==> config.mk <==
export PLATFORM = sky130hd
export DESIGN_NAME = xip_fetch_seq
export DESIGN_NICKNAME = d
export VERILOG_FILES = /design/src/rtl/xip_pkg.sv /design/src/rtl/xip_tx_shifter.sv /design/src/rtl/xip_rx_assembler.sv /design/src/rtl/xip_seq_ctrl.sv /design/src/rtl/xip_fetch_seq.sv
export SDC_FILE = /design/constraint.sdc
export NUM_CORES = 1
export LEC_CHECK = 0
export ABC_AREA = 1
export CORE_UTILIZATION = 50
export DETAILED_ROUTE_END_ITERATION = 10
export DONT_BUFFER_PORTS = 1
export GPL_TIMING_DRIVEN = 0
export PLACE_DENSITY = 0.63
export SLEW_MARGIN = 20
export SYNTH_ARGS = -nofsm -noshare
export SYNTH_HDL_FRONTEND = slang
export SYNTH_SLANG_ARGS = --single-unit
export TNS_END_PERCENT = 30
==> constraint.sdc <==
create_clock -name clk -period 5 [get_ports clk]
set_clock_uncertainty 0.1 [all_clocks]
set_input_delay 1 -clock clk [delete_from_list [all_inputs] [get_ports clk]]
set_output_delay 1 -clock clk [all_outputs]
set_load 0.02 [all_outputs]
==> src/rtl/xip_pkg.sv <==
// Shared phase type and line-count helpers for the flash fetch sequencer.
// Assumes width codes 0/1/2 mean 1/2/4 lines; code 3 falls back to one line.
package xip_pkg;
    typedef enum logic [2:0] {
        PH_IDLE = 3'd0,
        PH_CMD  = 3'd1,
        PH_ADDR = 3'd2,
        PH_MODE = 3'd3,
        PH_DATA = 3'd4
    } xip_phase_e;

    localparam int CMD_BITS = 8;
    localparam int SH_W     = 32;

    // Log2 of the line count selected by a width code
    function automatic logic [1:0] lane_log2(input logic [1:0] code);
        case (code)
            2'd1:    return 2'd1;
            2'd2:    return 2'd2;
            default: return 2'd0;
        endcase
    endfunction
endpackage

==> src/rtl/xip_tx_shifter.sv <==
// Transmit shifter: holds the data and output-enable patterns of the current
// outgoing phase and presents the top bit group on the SDIO lines.
// Assumes ld and shift never coincide; lg is the current phase line count.
module xip_tx_shifter
    import xip_pkg::*;
#(
    parameter int MODE_W = 16
) (
    input  logic              clk,
    input  logic              rst_n,
    input  logic              ld,
    input  xip_phase_e        ld_phase,
    input  logic              shift,
    input  logic [1:0]        lg,
    input  logic              drive_en,
    input  logic [7:0]        cmd,
    input  logic [31:0]       addr,
    input  logic              addr4,
    input  logic [MODE_W-1:0] mode_data,
    input  logic [MODE_W-1:0] mode_oe,
    output logic [3:0]        sd_out,
    output logic [3:0]        sd_oe
);
    localparam int PAD_W = SH_W - MODE_W;

    logic [SH_W-1:0] dsh;
    logic [SH_W-1:0] osh;
    logic [2:0]      lanes;
    logic [3:0]      raw_d;
    logic [3:0]      raw_o;

    assign lanes = 3'd1 << lg;

    // Load a phase pattern or advance by one bit group per strobe
    always_ff @(posedge clk) begin
        if (!rst_n) begin
            dsh <= '0;
            osh <= '0;
        end else if (ld) begin
            case (ld_phase)
                PH_CMD: begin
                    dsh <= {cmd, {(SH_W-CMD_BITS){1'b0}}};
                    osh <= '1;
                end
                PH_ADDR: begin
                    dsh <= addr4 ? addr : {addr[23:0], 8'h00};
                    osh <= '1;
                end
                PH_MODE: begin
                    dsh <= {mode_data, {PAD_W{1'b0}}};
                    osh <= {mode_oe, {PAD_W{1'b0}}};
                end
                default: begin
                    dsh <= '0;
                    osh <= '0;
                end
            endcase
        end else if (shift) begin
            dsh <= dsh << lanes;
            osh <= osh << lanes;
        end
    end

    // Map the top bit group onto the lines, higher line = more significant
    always_comb begin
        raw_d = '0;
        raw_o = '0;
        if (drive_en) begin
            case (lg)
                2'd0: begin
                    raw_d[0] = dsh[SH_W-1];
                    raw_o[0] = osh[SH_W-1];
                end
                2'd1: begin
                    raw_d[1:0] = dsh[SH_W-1 -: 2];
                    raw_o[1:0] = osh[SH_W-1 -: 2];
                end
                default: begin
                    raw_d = dsh[SH_W-1 -: 4];
                    raw_o = osh[SH_W-1 -: 4];
                end
            endcase
        end
    end

    assign sd_oe  = raw_o;
    assign sd_out = raw_d & raw_o;
endmodule

==> src/rtl/xip_rx_assembler.sv <==
// Receive assembler: packs sampled line groups into bytes, most significant
// first, and emits each completed byte with a one-cycle valid.
// Assumes cap is asserted only on capturing data-phase strobes.
module xip_rx_assembler (
    input  logic       clk,
    input  logic       rst_n,
    input  logic       start,
    input  logic       cap,
    input  logic [1:0] lg,
    input  logic [3:0] sd_in,
    output logic       byte_done,
    output logic [7:0] rd_byte,
    output logic       rd_vld
);
    logic [7:0] acc;
    logic [3:0] cnt;
    logic [2:0] lanes;
    logic [3:0] grp;
    logic [7:0] nxt_acc;
    logic [3:0] nxt_cnt;

    assign lanes = 3'd1 << lg;

    // Select the sampled lines: one line reads sd_in[1]
    always_comb begin
        case (lg)
            2'd0:    grp = {3'b000, sd_in[1]};
            2'd1:    grp = {2'b00, sd_in[1:0]};
            default: grp = sd_in;
        endcase
    end

    assign nxt_acc   = (acc << lanes) | {4'h0, grp};
    assign nxt_cnt   = cnt + {1'b0, lanes};
    assign byte_done = cap && (nxt_cnt == 4'd8);

    // Accumulate bits and publish a byte when eight have arrived
    always_ff @(posedge clk) begin
        if (!rst_n) begin
            acc     <= '0;
            cnt     <= '0;
            rd_byte <= '0;
            rd_vld  <= 1'b0;
        end else begin
            rd_vld <= byte_done;
            if (start) begin
                acc <= '0;
                cnt <= '0;
            end else if (byte_done) begin
                rd_byte <= nxt_acc;
                acc     <= '0;
                cnt     <= '0;
            end else if (cap) begin
                acc <= nxt_acc;
                cnt <= nxt_cnt;
            end
        end
    end


    vld_single_chk: assert property (@(posedge clk) disable iff (!rst_n)
        rd_vld |=> !rd_vld);
endmodule

==> src/rtl/xip_seq_ctrl.sv <==
// Phase controller: accepts a fetch, steps command/address/mode/data phases on
// serial clock strobes, applies the skip window and the command-once rule.
// Assumes configuration inputs are stable while busy.
module xip_seq_ctrl
    import xip_pkg::*;
#(
    parameter int LEN_W  = 8,
    parameter int SKIP_W = 6,
    parameter int MCLK_W = 4
) (
    input  logic              clk,
    input  logic              rst_n,
    input  logic              req,
    input  logic [LEN_W-1:0]  req_len_m1,
    input  logic              sclk_stb,
    input  logic [1:0]        cfg_cmd_w,
    input  logic [1:0]        cfg_addr_w,
    input  logic [1:0]        cfg_data_w,
    input  logic              cfg_addr4,
    input  logic [MCLK_W-1:0] cfg_mode_clks,
    input  logic              cfg_cmd_once,
    input  logic [SKIP_W-1:0] cfg_skip_cmd,
    input  logic [SKIP_W-1:0] cfg_skip_nocmd,
    input  logic              byte_done,
    output logic              busy,
    output logic              sel,
    output logic              ld,
    output xip_phase_e        ld_phase,
    output logic              shift,
    output logic [1:0]        lg,
    output logic              drive_en,
    output logic              cap,
    output logic              rx_start,
    output logic              cfg_err
);
    localparam int SLOT_W = (MCLK_W > 6) ? MCLK_W : 6;

    xip_phase_e        ph, nxt_ph;
    logic [SLOT_W-1:0] slot, nxt_slot;
    logic [SKIP_W:0]   sidx;
    logic [SKIP_W-1:0] skip_q;
    logic [LEN_W-1:0]  left;
    logic              cmd_done;
    logic              err_q;
    logic              stb, last, accept, send_cmd, bad_code;
    logic [1:0]        lg_cmd, lg_addr, lg_data;
    logic [5:0]        abits;

    // Groups in a phase of nbits at 2**l lines, minus one
    function automatic logic [SLOT_W-1:0] slots_m1(input logic [5:0] nbits,
                                                   input logic [1:0] l);
        return SLOT_W'(nbits >> l) - SLOT_W'(1);
    endfunction

    assign lg_cmd   = lane_log2(cfg_cmd_w);
    assign lg_addr  = lane_log2(cfg_addr_w);
    assign lg_data  = lane_log2(cfg_data_w);
    assign abits    = cfg_addr4 ? 6'd32 : 6'd24;
    assign sel      = (ph != PH_IDLE);
    assign busy     = sel;
    assign stb      = sclk_stb && sel;
    assign last     = (slot == '0);
    assign accept   = (ph == PH_IDLE) && req;
    assign send_cmd = !(cfg_cmd_once && cmd_done);
    assign drive_en = (ph == PH_CMD) || (ph == PH_ADDR) || (ph == PH_MODE);
    assign shift    = stb && drive_en && !last;
    assign cap      = stb && (ph == PH_DATA) && ({1'b0, skip_q} <= sidx);
    assign rx_start = accept;
    assign cfg_err  = err_q;
    assign bad_code = (cfg_cmd_w == 2'd3) || (cfg_addr_w == 2'd3) || (cfg_data_w == 2'd3);

    // Line count of the phase currently on the bus
    always_comb begin
        case (ph)
            PH_CMD:          lg = lg_cmd;
            PH_ADDR, PH_MODE: lg = lg_addr;
            PH_DATA:         lg = lg_data;
            default:         lg = 2'd0;
        endcase
    end

    // Next phase, next group count and shifter load request
    always_comb begin
        nxt_ph   = ph;
        nxt_slot = slot;
        ld       = 1'b0;
        ld_phase = PH_IDLE;
        case (ph)
            PH_IDLE: if (req) begin
                ld = 1'b1;
                if (send_cmd) begin
                    nxt_ph   = PH_CMD;
                    nxt_slot = slots_m1(6'(CMD_BITS), lg_cmd);
                end else begin
                    nxt_ph   = PH_ADDR;
                    nxt_slot = slots_m1(abits, lg_addr);
                end
                ld_phase = nxt_ph;
            end
            PH_CMD: if (stb) begin
                if (last) begin
                    nxt_ph   = PH_ADDR;
                    nxt_slot = slots_m1(abits, lg_addr);
                    ld       = 1'b1;
                    ld_phase = PH_ADDR;
                end else begin
                    nxt_slot = slot - 1'b1;
                end
            end
            PH_ADDR: if (stb) begin
                if (last) begin
                    if (cfg_mode_clks != '0) begin
                        nxt_ph   = PH_MODE;
                        nxt_slot = SLOT_W'(cfg_mode_clks) - SLOT_W'(1);
                        ld       = 1'b1;
                        ld_phase = PH_MODE;
                    end else begin
                        nxt_ph = PH_DATA;
                    end
                end else begin
                    nxt_slot = slot - 1'b1;
                end
            end
            PH_MODE: if (stb) begin
                if (last) nxt_ph = PH_DATA;
                else      nxt_slot = slot - 1'b1;
            end
            PH_DATA: if (byte_done && (left == '0)) nxt_ph = PH_IDLE;
            default: nxt_ph = PH_IDLE;
        endcase
    end

    // Phase, counters, skip window, command-once memory and sticky error
    always_ff @(posedge clk) begin
        if (!rst_n) begin
            ph       <= PH_IDLE;
            slot     <= '0;
            sidx     <= '0;
            skip_q   <= '0;
            left     <= '0;
            cmd_done <= 1'b0;
            err_q    <= 1'b0;
        end else begin
            ph   <= nxt_ph;
            slot <= nxt_slot;
            if (accept) begin
                sidx   <= '0;
                skip_q <= send_cmd ? cfg_skip_cmd : cfg_skip_nocmd;
                left   <= req_len_m1;
                if (send_cmd && cfg_cmd_once) cmd_done <= 1'b1;
                if (bad_code) err_q <= 1'b1;
            end else begin
                if (stb && (sidx != '1)) sidx <= sidx + 1'b1;
                if (byte_done) left <= left - 1'b1;
            end
            if (!cfg_cmd_once) cmd_done <= 1'b0;
        end
    end


    err_sticky_chk: assert property (@(posedge clk) disable iff (!rst_n)
        cfg_err |=> cfg_err);

    busy_hold_chk: assert property (@(posedge clk) disable iff (!rst_n)
        busy && !sclk_stb |=> busy);

    idle_stay_chk: assert property (@(posedge clk) disable iff (!rst_n)
        !busy && !req |=> !busy);
endmodule

==> src/rtl/xip_fetch_seq.sv <==
// Flash fetch sequencer top: joins the phase controller, transmit shifter and
// receive assembler. Assumes one sclk_stb pulse per serial clock period from
// an external clock and select generator, and stable configuration while busy.
module xip_fetch_seq
    import xip_pkg::*;
#(
    parameter int LEN_W  = 8,
    parameter int SKIP_W = 6,
    parameter int MCLK_W = 4,
    parameter int MODE_W = 16
) (
    input  logic              clk,
    input  logic              rst_n,
    input  logic              req,
    input  logic [31:0]       req_addr,
    input  logic [LEN_W-1:0]  req_len_m1,
    output logic              busy,
    input  logic [7:0]        cfg_cmd,
    input  logic [1:0]        cfg_cmd_w,
    input  logic [1:0]        cfg_addr_w,
    input  logic [1:0]        cfg_data_w,
    input  logic              cfg_addr4,
    input  logic [MCLK_W-1:0] cfg_mode_clks,
    input  logic [MODE_W-1:0] cfg_mode_data,
    input  logic [MODE_W-1:0] cfg_mode_oe,
    input  logic              cfg_cmd_once,
    input  logic [SKIP_W-1:0] cfg_skip_cmd,
    input  logic [SKIP_W-1:0] cfg_skip_nocmd,
    output logic              cfg_err,
    input  logic              sclk_stb,
    output logic              sel,
    output logic [3:0]        sd_out,
    output logic [3:0]        sd_oe,
    input  logic [3:0]        sd_in,
    output logic [7:0]        rd_byte,
    output logic              rd_vld
);
    logic        ld, shift, drive_en, cap, rx_start, byte_done;
    logic [1:0]  lg;
    xip_phase_e  ld_phase;
    logic [31:0] addr_q;

    // Hold the request address for the address phase
    always_ff @(posedge clk) begin
        if (!rst_n)                 addr_q <= '0;
        else if (req && !busy)      addr_q <= req_addr;
    end

    xip_seq_ctrl #(.LEN_W(LEN_W), .SKIP_W(SKIP_W), .MCLK_W(MCLK_W)) i_ctrl (
        .clk(clk), .rst_n(rst_n), .req(req), .req_len_m1(req_len_m1),
        .sclk_stb(sclk_stb), .cfg_cmd_w(cfg_cmd_w), .cfg_addr_w(cfg_addr_w),
        .cfg_data_w(cfg_data_w), .cfg_addr4(cfg_addr4),
        .cfg_mode_clks(cfg_mode_clks), .cfg_cmd_once(cfg_cmd_once),
        .cfg_skip_cmd(cfg_skip_cmd), .cfg_skip_nocmd(cfg_skip_nocmd),
        .byte_done(byte_done), .busy(busy), .sel(sel), .ld(ld),
        .ld_phase(ld_phase), .shift(shift), .lg(lg), .drive_en(drive_en),
        .cap(cap), .rx_start(rx_start), .cfg_err(cfg_err)
    );

    xip_tx_shifter #(.MODE_W(MODE_W)) i_tx (
        .clk(clk), .rst_n(rst_n), .ld(ld), .ld_phase(ld_phase), .shift(shift),
        .lg(lg), .drive_en(drive_en), .cmd(cfg_cmd),
        .addr(req && !busy ? req_addr : addr_q), .addr4(cfg_addr4),
        .mode_data(cfg_mode_data), .mode_oe(cfg_mode_oe),
        .sd_out(sd_out), .sd_oe(sd_oe)
    );

    xip_rx_assembler i_rx (
        .clk(clk), .rst_n(rst_n), .start(rx_start), .cap(cap), .lg(lg),
        .sd_in(sd_in), .byte_done(byte_done), .rd_byte(rd_byte),
        .rd_vld(rd_vld)
    );


    idle_quiet_chk: assert property (@(posedge clk) disable iff (!rst_n)
        !sel |-> (sd_oe == 4'h0));

    vld_in_txn_chk: assert property (@(posedge clk) disable iff (!rst_n)
        rd_vld |-> $past(sel));
endmodule

# Word level (Yosys, flattened, before mapping)
# Index checks and enable logic that the tools add are counted.
# classes
addsub,7
n_lt_le_gt_ge,1
eq_ne,29
n_shift,6
mux,60
bitwise,4
n_reduce_logical,39
# ops
operator,n
$mux W32,6
$pmux W32 S3,1
$mux W6,11
$pmux W32 S2,1
$shl A32 B3 Y32,2
$mux W3,13
$pmux W6 S4,1
$sub A6 B1 Y6 const B,3
$mux W8,2
$pmux W3 S5,1
$eq A2 B2 Y1 const B,6
$eq A3 B2 Y1 const B,4
$logic_and A1 B1 Y1,12
$ne A2 B1 Y1 const B,6
$pmux W2 S2,3
$mux W2,5
$pmux W3 S3,1
$eq A2 B1 Y1 const B,4
$logic_not A8 Y1,1
$mux W4,2
$or A8 B4 Y8,1
$pmux W1 S2,4
$pmux W4 S2,1
$reduce_and A2 Y1,4
other kinds (32),51
# word_totals
reg_bits,149
elab_cells,160

# Logic depth before layout (Yosys ltp)
# Gate-level depths: netlist (run 1).
# depth
ltp_word,10
mapped_depth,20
mapped_depth_nobuf,18

# Cells and area by module
# Synthesis (run 1) repeated with hierarchy kept, for this count alone.
# unflattened
hier_cells,1844
hier_area_um2,11270.8
# modules_own_cells
mod,n_inst,cells_each,area_each_um2,seq_area_each_um2
xip_tx_shifter,1,977,5440.2,1281.2
xip_seq_ctrl,1,400,2534.9,640.6
xip_fetch_seq,1,272,2050.7,640.6
xip_rx_assembler,1,195,1244.9,420.4

# Worst setup path after synthesis (run 1)
# No wires, ideal clock.
# synth_path
kind,in2out
start,in cfg_cmd_w[0]
end,out sd_out[1]
arrival_ns,3.320
setup_slack_ns,0.580
cell_stages,11
path_buffers,3
cell_sequence,inv_1 > ha_1 > inv_1 > o21a_1 > ha_1 > clkbuf_1 > inv_1 > clkbuf_1 > clkbuf_1 > o32ai_1 > and2_1
# synth_between
elab_chain_cells,7
elab_cells_between_ends,11
cone_classes,eq/ne: 3; mux: 6; bitwise: 1; reduce/logical: 1
# synth_rtl
element,line_no,text
from (decl),xip_fetch_seq.sv:19,"input logic [1:0] cfg_cmd_w,"
$eq A2 B2 Y1 or $eq A2 B1 Y1 (tied branches),xip_pkg.sv:17,case (code)
$pmux W2 S2 *,xip_pkg.sv:17,
$pmux W2 S3 *,xip_seq_ctrl.sv:74,case (ph)
$eq A2 B1 Y1 or $logic_not A2 Y1 (tied branches),xip_tx_shifter.sv:69,case (lg)
$pmux W1 S2 *,xip_tx_shifter.sv:69,
$mux W4 *,xip_tx_shifter.sv:68,if (drive_en) begin
net sd_oe[1],xip_fetch_seq.sv:33,"output logic [3:0] sd_oe,"
$and A4 B4 Y4 *,xip_tx_shifter.sv:87,assign sd_out = raw_d & raw_o;
to (decl),xip_fetch_seq.sv:32,"output logic [3:0] sd_out,"
# The timed path passes the listed nets; every way through them passes the cells marked *.

# Worst setup path in the final report (run 1)
# layout_path
start,reg i_ctrl.ph[0]
end,out sd_out[3]
# layout_between
elab_chain_cells,8
elab_cells_between_ends,16
cone_classes,eq/ne: 5; mux: 5; bitwise: 1; reduce/logical: 5
# layout_rtl
element,line_no,text
from (decl),xip_seq_ctrl.sv:38,"xip_phase_e ph, nxt_ph;"
from (signal assigned),xip_seq_ctrl.sv:144,ph <= nxt_ph;
$eq A3 B2 Y1,"xip_seq_ctrl.sv:65, xip_seq_ctrl.sv:74",
$reduce_or A2 Y1,xip_seq_ctrl.sv:74,
$pmux W2 S3,xip_seq_ctrl.sv:74,
$eq A2 B1 Y1 or $logic_not A2 Y1 (tied branches),xip_tx_shifter.sv:69,
$reduce_or A2 Y1 (no source line),--,
$mux W2,xip_tx_shifter.sv:69,
$mux W4,xip_tx_shifter.sv:68,
$and A4 B4 Y4 *,xip_tx_shifter.sv:87,
# Mark *: on every way between the ends. The rest lies on a longest branch, timed or not.

==> impl_summary.log, run 1 <==
INFO  metric hold_violations = 0
INFO  metric fin_crit = 4.86 ns
INFO  metric area_growth_syn_to_layout = 9.22%
INFO  metric sequential_cell_area = 0.00298 mm²
INFO  metric dpl.hpwl = 27800 µm
INFO  metric final_net_count = 1873
INFO  metric routed_via_density = 5.65
INFO  metric post_route_cells_drive_above_1_share = 6.54%
INFO  metric gr-usage-met3 = 7.24%
INFO  metric peakVddDrop = 0.275 mV
INFO  metric cts_made_buffers = 17
INFO  metric design.core.area = 0.0203 mm²
INFO  metric grt_first_pass_wirelength = 56100 µm
INFO  metric fillCellCount = 2161
INFO  metric dieWidth = 146 µm
INFO  metric grt_max_degree = 18
INFO  metric mappedNetlistArea = 0.0104 mm²
INFO  metric grt.total_usage = 33.9%
INFO  metric synth_enable_flop_cells = 0
INFO  metric first_global_vias = 10400
INFO  metric syn-mean-instance-area = 6.05 µm²
INFO  metric postLayoutSetupSlackWorst = 0.137 ns
INFO  metric ys_types = 47
INFO  metric cts_tree = built
INFO  metric yosys-top-cells-area = sky130_fd_sc_hd__dfxtp_1, sky130_fd_sc_hd__nand2_1, sky130_fd_sc_hd__o21ai_0
INFO  metric antenna_found_initial = 0
INFO  metric synth-seq-area-share = 28.8%
INFO  metric critPathMaxFanout = 10
INFO  metric routed_wirelength = 36500 µm
INFO  metric commonest_cells_post_synth = sky130_fd_sc_hd__nand2_1, sky130_fd_sc_hd__o21ai_0, sky130_fd_sc_hd__inv_1, sky130_fd_sc_hd__dfxtp_1, sky130_fd_sc_hd__nor2_1
INFO  metric vias = 11400
INFO  metric cts_sinks = 149
INFO  metric timing_worst_slew_pin_value = 0.865 ns
INFO  metric criticalPathCategory = reg -> out
INFO  metric dr.first_iter.drc_count = 1078
INFO  metric synth-main-ff-cell = sky130_fd_sc_hd__dfxtp_1
INFO  metric grt_use_met2 = 52.9%
INFO  metric flip_flop_and_latch_count_after_synthesis = 149
INFO  metric rsz0062_at_grt = yes
INFO  metric ys.warnings.count = 0
INFO  metric placement.cell_area = 0.0107 mm²
INFO  metric timing.critical_path.to_type = output pin
INFO  metric most_instantiated_library_cell_after_synthesis = sky130_fd_sc_hd__nand2_1
INFO  metric clk_latency = 0.45 ns
INFO  metric avgRoutedWirePerCell = 18.1 µm
INFO  metric data_arrival_time_of_the_worst_path = 3.76 ns
INFO  metric cts_max_level = 4
INFO  metric route.detailed.drc = 0
INFO  metric post-layout-total-power = 6.73 mW
INFO  metric number_of_antenna_repair_diodes = 0
INFO  metric cts_setup_buffers = 0
INFO  metric finalWeightedCongestion = 0.973
INFO  metric cp_required = 3.90 ns
INFO  metric critical_path.startpoint_type = flop
INFO  metric vertical_die_dimension = 146 µm
INFO  metric report.final.setup_viol = 0
INFO  metric power.static_leakage = 5.19 nW
INFO  metric maxSlewHeadroom = 41.9%
INFO  metric synth_largest_area_cell = sky130_fd_sc_hd__dfxtp_1
INFO  metric drv_cap = 0
INFO  metric io_port_bufs = 0
INFO  metric synth_largest_type_area_fraction = 28.8%
INFO  metric status = finished, final reports clean
INFO  metric grt_overflow = 0
INFO  metric layout_worst_path_cycle_share = 97.3%
INFO  metric ios = 132
INFO  metric postLayoutCellArea = 0.0113 mm²
INFO  metric syn-num-nets = 1854
INFO  metric preCtsSetupSlack = -0.186 ns
INFO  metric cts.reportedPaths.clkPinSlew = 0.08 ns
INFO  metric dr.pass1.iters = 8
INFO  metric clockRootBuffer = sky130_fd_sc_hd__clkbuf_16
INFO  metric post_cts_hold_buffer_count = 0
INFO  metric async_flop_share = 0%
INFO  metric cts_buffer_depth = 2
INFO  metric die_area = 0.0213 mm²
INFO  metric netlist_instances = 1712
INFO  metric ant_nets = 0
INFO  metric worstHoldPathType = reg -> reg
INFO  metric grt.busiest_layer = met2
INFO  metric maxClockFrequency = 0.206 GHz
INFO  metric final-max-slew-violation-count = 0
INFO  metric placement_rows = 52
INFO  metric globalRouteMet1Util = 44.3%
INFO  metric initial_core_util = 51.0%
INFO  metric multiInputGateArea = 0.00627 mm²
INFO  metric power_density = 595 mW/mm²
## critical path, cell delays in order, from the launching register on
cell and delay [ns]:
sky130_fd_sc_hd__dfxtp_1 0.49, sky130_fd_sc_hd__nand3_1 0.24, sky130_fd_sc_hd__inv_1 0.25, sky130_fd_sc_hd__a21oi_1 0.10, sky130_fd_sc_hd__nand2_1 0.13, sky130_fd_sc_hd__inv_1 0.08
sky130_fd_sc_hd__ha_1 0.29, sky130_fd_sc_hd__inv_1 0.10, sky130_fd_sc_hd__buf_2 0.22, sky130_fd_sc_hd__nand2_1 0.24, sky130_fd_sc_hd__inv_1 0.28, sky130_fd_sc_hd__nand2_1 0.22
sky130_fd_sc_hd__nor3_1 0.69
## metrics by stage
step | hold slack [ns] | util, % | cells | TNS [ns]
after floorplan | 0.345 | - | 1712 | 0
after global placement | 0.356 | 52.7 | 1982 | -0.189
after detailed placement | 0.357 | 52.7 | 1982 | -0.186
after CTS | 0.369 | 55.6 | 2014 | 0
after global routing | 0.399 | 55.7 | 2014 | -0.0109
final | 0.368 | 55.7 | 2014 | 0
## cells in the final DEF (no fill, tap or decap), drive strengths merged, types with 2 or more instances in the layout
master,n
nor2,133
buf,40
xor2,9
ha,29
or2,20
and2,4
o22ai,10
a32oi,2
nand2,511
a31oi,19
nor4,2
dfxtp,149
nand4,4
o211ai,23
nand3,84
o21ai,261
mux2i,13
xnor2,4
nor3,20
a22oi,7
nand3b,3
inv,187
clkinv,4
a21oi,117
clkbuf,81
## state kept, by name, summed over array words and instances, names as in the netlist, 3 cells and up
name	count
addr_q	32
i_ctrl.left	8
i_ctrl.ph	3
i_ctrl.sidx	7
i_ctrl.skip_q	6
i_ctrl.slot	6
i_rx.acc	8
i_rx.cnt	4
i_rx.rd_byte	8
i_tx.dsh	32
i_tx.osh	32
## timing repair
item,4_1_cts,5_1_grt
gates resized for setup,1,4
setup endpoints to repair,1,3
endpoints found under the hold margin,0,0
## logic make-up after synthesis
logic type               after synthesis  share of synthesized area [%]
adder cells (fa/ha/maj)               30                           3.70
buffers and inverters                280                           10.9
multiplexers                          13                           1.26
AO/OA/AOI/OAI                        446                           23.0
AND/OR/NAND/NOR                      781                           31.2
XOR/XNOR                              13                           1.10
flip-flops                           149                           28.8
## area by class of cell
cell class | count | area share, %
flip-flops and latches | 149 | 26.4
clock buffers | 18 | 3.88
inverters | 177 | 5.91
plain buffers | 103 | 4.06
clock inverters | 14 | 1.35
multi-input cells | 1283 | 55.4
well taps | 270 | 2.99
## report_power, final
group          internal [mW]  total (mW)  switching (mW)
registers               1.52        1.72           0.202
clock network          0.686        1.32           0.632
logic                   1.16        3.69            2.53
total                   3.36        6.73            3.36
## per-layer routing
layer | vias to the layer above | wire length (µm)
met5 | - | 0
met4 | 0 | 1490
met3 | 95 | 3350
met2 | 495 | 16000
met1 | 5155 | 15600
li1 | 5632 | -
## final timing paths
path,start,endpoint,slack (ns),depth (start not counted)
max,i_ctrl.ph[0],sd_out[3],0.14,12
max reg2reg,i_ctrl.ph[0],i_rx.acc[3],0.82,15
min reg2reg,i_rx.acc[4],i_rx.acc[4],0.37,2
min,i_rx.acc[4],i_rx.acc[4],0.37,2
Note: power is estimated with default switching activity, not from simulation.
==> run 2, diff against run 1 <==
- ABC_AREA: 1 -> 0
==> run 2 against run 1 <==
Against the previous run: combinational power is 67% lower; largest cell class unchanged; setup slack lost 0.011 ns; clock-buffer cell count decreased by 1.
==> impl_summary.log, run 2 <==
INFO  metric reg_top3 = addr_q x32, i_tx.dsh x32, i_tx.osh x32
INFO  metric place_inst = 1537 (-22%)
INFO  metric cts_sinks = 149 (unchanged)
INFO  metric synth-seq-area-share = 28.8% (+0.042 points)
INFO  metric cts_max_level = 4 (unchanged)
INFO  metric flip_flop_and_latch_count_after_synthesis = 149 (unchanged)
INFO  metric mappedNetlistArea = 0.0103 mm² (-0.14%)
INFO  metric netlist_instances = 1267 (-26%)
INFO  metric avgRoutedWirePerCell = 22.8 µm (+26%)
INFO  metric clk_latency = 0.44 ns (about the same)
INFO  metric synth_largest_area_cell = sky130_fd_sc_hd__dfxtp_1
INFO  metric cts_made_buffers = 17 (unchanged)
INFO  metric post_route_cells_drive_above_1_share = 12.8% (+6.2 points)
INFO  metric cts_buffer_depth = 2 (unchanged)
INFO  metric finalWeightedCongestion = 0.964 (-0.92%)
INFO  metric data_arrival_time_of_the_worst_path = 3.77 ns (about the same)
INFO  metric criticalPathCategory = reg -> out
INFO  metric grt_max_degree = 20 (+2)
INFO  metric dieWidth = 146 µm (about the same)
INFO  metric top_layer_used = met4
INFO  metric first_global_vias = 9454 (-8.8%)
INFO  metric antenna_found_initial = 0 (unchanged)
INFO  metric layout_worst_path_cycle_share = 97.5% (+0.23 points)
INFO  metric hold_violations = 0 (unchanged)
INFO  metric status = finished, final reports clean
INFO  metric initial_core_util = 51.1% (+0.090 points)
INFO  metric depth_of_the_most_critical_reg_to_reg_path = 15 (unchanged)
INFO  metric async_flop_share = 0% (unchanged)
INFO  metric die_area = 0.0213 mm² (-0.14%)
INFO  metric hold_path_startpoint = addr_q[25]
INFO  metric ant_nets = 0 (unchanged)
INFO  metric grt_first_pass_wirelength = 54800 µm (-2.4%)
INFO  metric layout_commonest_cell = sky130_fd_sc_hd__nor2_1
INFO  metric timing_worst_slew_pin_value = 0.907 ns (+0.0417 ns)
INFO  metric synth_largest_type_area_fraction = 28.8% (+0.042 points)
INFO  metric final_net_count = 1423 (-24%)
INFO  metric reg2reg_setup_slack = 0.55 ns (-0.27 ns)
INFO  metric synth_enable_flop_cells = 0 (unchanged)
INFO  metric cts_setup_buffers = 0 (unchanged)
INFO  metric post_cts_hold_buffer_count = 0 (unchanged)
INFO  metric vias = 9955 (-12%)
INFO  metric report.final.setup_viol = 0 (unchanged)
INFO  metric commonest_cells_post_synth = sky130_fd_sc_hd__nor2_1, sky130_fd_sc_hd__dfxtp_1, sky130_fd_sc_hd__nand2_1, sky130_fd_sc_hd__mux2i_1, sky130_fd_sc_hd__a21oi_1
INFO  metric synth-main-ff-cell = sky130_fd_sc_hd__dfxtp_1
INFO  metric cp_required = 3.90 ns (about the same)
INFO  metric vertical_die_dimension = 146 µm (about the same)
INFO  metric grt.total_usage = 33.4% (-0.49 points)
INFO  metric ios = 132 (unchanged)
INFO  metric route.detailed.drc = 0 (unchanged)
INFO  metric worst_hold_path.num_cells = 2 (unchanged)
INFO  metric most_instantiated_library_cell_after_synthesis = sky130_fd_sc_hd__nor2_1
INFO  metric power_density = 349 mW/mm² (-41%)
INFO  metric timing.setup.tns = 0 ns (unchanged)
INFO  metric drv_cap = 0 (unchanged)
INFO  metric maxSlewHeadroom = 39.5% (-2.3 points)
INFO  metric number_of_antenna_repair_diodes = 0 (unchanged)
INFO  metric cts.reportedPaths.clkPinSlew = 0.08 ns (about the same)
INFO  metric worstReg2RegEnd = i_tx.dsh[22]
INFO  metric power.static_leakage = 4.14 nW (-20%)
INFO  metric maxClockFrequency = 0.205 GHz (-0.23%)
INFO  metric critical_path.startpoint_type = flop
INFO  metric design.core.area = 0.0202 mm² (-0.32%)
INFO  metric yosys-top-cells-area = sky130_fd_sc_hd__dfxtp_1, sky130_fd_sc_hd__mux2i_1, sky130_fd_sc_hd__nor2_1
INFO  metric area_growth_syn_to_layout = 9.57%
INFO  metric syn-num-nets = 1409 (-24%)
INFO  metric ys.warnings.count = 0 (unchanged)
INFO  metric final-max-slew-violation-count = 0 (unchanged)
INFO  metric rsz0062_at_grt = no
INFO  metric peakVddDrop = 0.245 mV (-11%)
INFO  metric syn-mean-instance-area = 8.16 µm² (+35%)
INFO  metric dpl.hpwl = 27100 µm (-2.5%)
INFO  metric dr.pass1.iters = 5 (-3)
INFO  metric layout.cells.non_filler = 1564 (-22%)
INFO  metric met3RoutedLength = 3170 µm (-5.4%)
INFO  metric routed_wirelength = 35700 µm (-2.0%)
INFO  metric mostFrequentLayoutCells = sky130_fd_sc_hd__nor2_1, sky130_fd_sc_hd__dfxtp_1, sky130_fd_sc_hd__nand2_1
INFO  metric placement_rows = 52 (unchanged)
INFO  metric routed_via_density = 6.37 (+13%)
INFO  metric io_port_bufs = 0 (unchanged)
INFO  metric fin_crit = 4.87 ns (+0.0114 ns)
INFO  metric hold_path_end = addr_q[25]
INFO  metric critPathMaxFanout = 19 (+9)
INFO  metric cts_tree = built
INFO  metric wl_met2 = 16200 µm (+1.3%)
INFO  metric wl_met1 = 15000 µm (-3.7%)
INFO  metric clockRootBuffer = sky130_fd_sc_hd__clkbuf_16
INFO  metric dr.first_iter.drc_count = 927 (-14%)
INFO  metric grt_overflow = 0 (unchanged)
INFO  metric worstHoldPathType = reg -> reg
INFO  metric ys_types = 78 (+66%)
INFO  metric timing.critical_path.to_type = output pin
INFO  metric timing.rr.start = i_ctrl.ph[0]
## run 2: cell types whose count changed after synthesis, moves of 20 or more
cell and change:
sky130_fd_sc_hd__o21ai_0 -152, sky130_fd_sc_hd__nand2_1 -367, sky130_fd_sc_hd__mux2_2 +32, sky130_fd_sc_hd__o21ai_1 -42, sky130_fd_sc_hd__inv_1 -138, sky130_fd_sc_hd__nor2_1 +28
sky130_fd_sc_hd__nand3_1 -37, sky130_fd_sc_hd__mux2i_1 +94, sky130_fd_sc_hd__a211oi_1 +29, sky130_fd_sc_hd__mux4_2 +20
## run 2: per-stage QoR
step / instance area [µm²] / worst slack, ns / hold WS, ns / total power [mW] / util [%]
after global routing: 11300 / 0.00893 / 0.414 / 4.12 / 56.0
after detailed placement: 10700 / -1.08 / 0.376 / 2.58 / 52.8
after global placement: 10700 / -1.08 / 0.370 / 2.58 / 52.8
after floorplan: 10300 / 0.0496 / 0.352 / 2.25 / -
after CTS: 11300 / 0.00340 / 0.396 / 3.94 / 56.0
final: 11300 / 0.125 / 0.398 / 3.96 / 56.0
## run 2: cell type report
type	count	area, µm²
clock buffers	17	425
fillers	1924	8900
flip-flops and latches	149	2980
inverters	32	120
clock inverters	15	186
multi-input cells	980	6760
plain buffers	101	520
well taps	270	338
## run 2: how the worst max path moves through the flow
stage	start	end	slack, ns	cells past startpoint
floorplan	cfg_data_w[0]	sd_out[0]	0.05	12
CTS	i_ctrl.ph[2]	sd_out[0]	0.003	13
global placement	i_ctrl.ph[2]	sd_out[0]	-1.08	13
finish	i_ctrl.ph[2]	sd_out[0]	0.13	13
global route	i_ctrl.ph[2]	sd_out[0]	0.009	11
detailed placement	i_ctrl.ph[2]	sd_out[0]	-1.08	13
## run 2: layer usage
metal,vias up,global-route usage (%)
met5,-,0
met4,0,13.8
met3,75,7.05
met2,475,52.4
met1,4742,44.4
li1,4663,-
## run 2: power breakdown
group	switching (mW)	leakage, nW	total, mW	internal, mW
Sequential	0.0916	1.22	1.38	1.29
Combinational	0.773	2.62	1.22	0.443
Clock	0.601	0.300	1.36	0.761
## run 2: worst max-delay path, stage by stage, from the launching register on
cell	delay (ns)
sky130_fd_sc_hd__dfxtp_1	0.39
sky130_fd_sc_hd__clkbuf_2	0.24
sky130_fd_sc_hd__clkbuf_4	0.26
sky130_fd_sc_hd__nor4bb_1	0.23
sky130_fd_sc_hd__a21oi_1	0.08
sky130_fd_sc_hd__o22a_1	0.27
sky130_fd_sc_hd__ha_2	0.26
sky130_fd_sc_hd__clkbuf_4	0.22
sky130_fd_sc_hd__buf_4	0.27
sky130_fd_sc_hd__nor2_1	0.17
sky130_fd_sc_hd__clkbuf_4	0.25
sky130_fd_sc_hd__nand2_1	0.11
sky130_fd_sc_hd__a21oi_4	0.27
sky130_fd_sc_hd__a21boi_4	0.32
## run 2: kinds of logic after synthesis
family          count (synthesis)  share of synthesized area [%]
simple gates                  436                           19.6
compound gates                340                           22.2
mux                           159                           18.2
flops                         149                           28.8
buf+inv                       138                           6.11
fa+ha+maj                      30                           3.70
xor+xnor                       15                           1.27
## run 2: what timing repair did
item                                    in CTS  in global routing
endpoints found under the setup margin       8                  5
pin swaps                                    1                  0
resized for setup                           18                  3
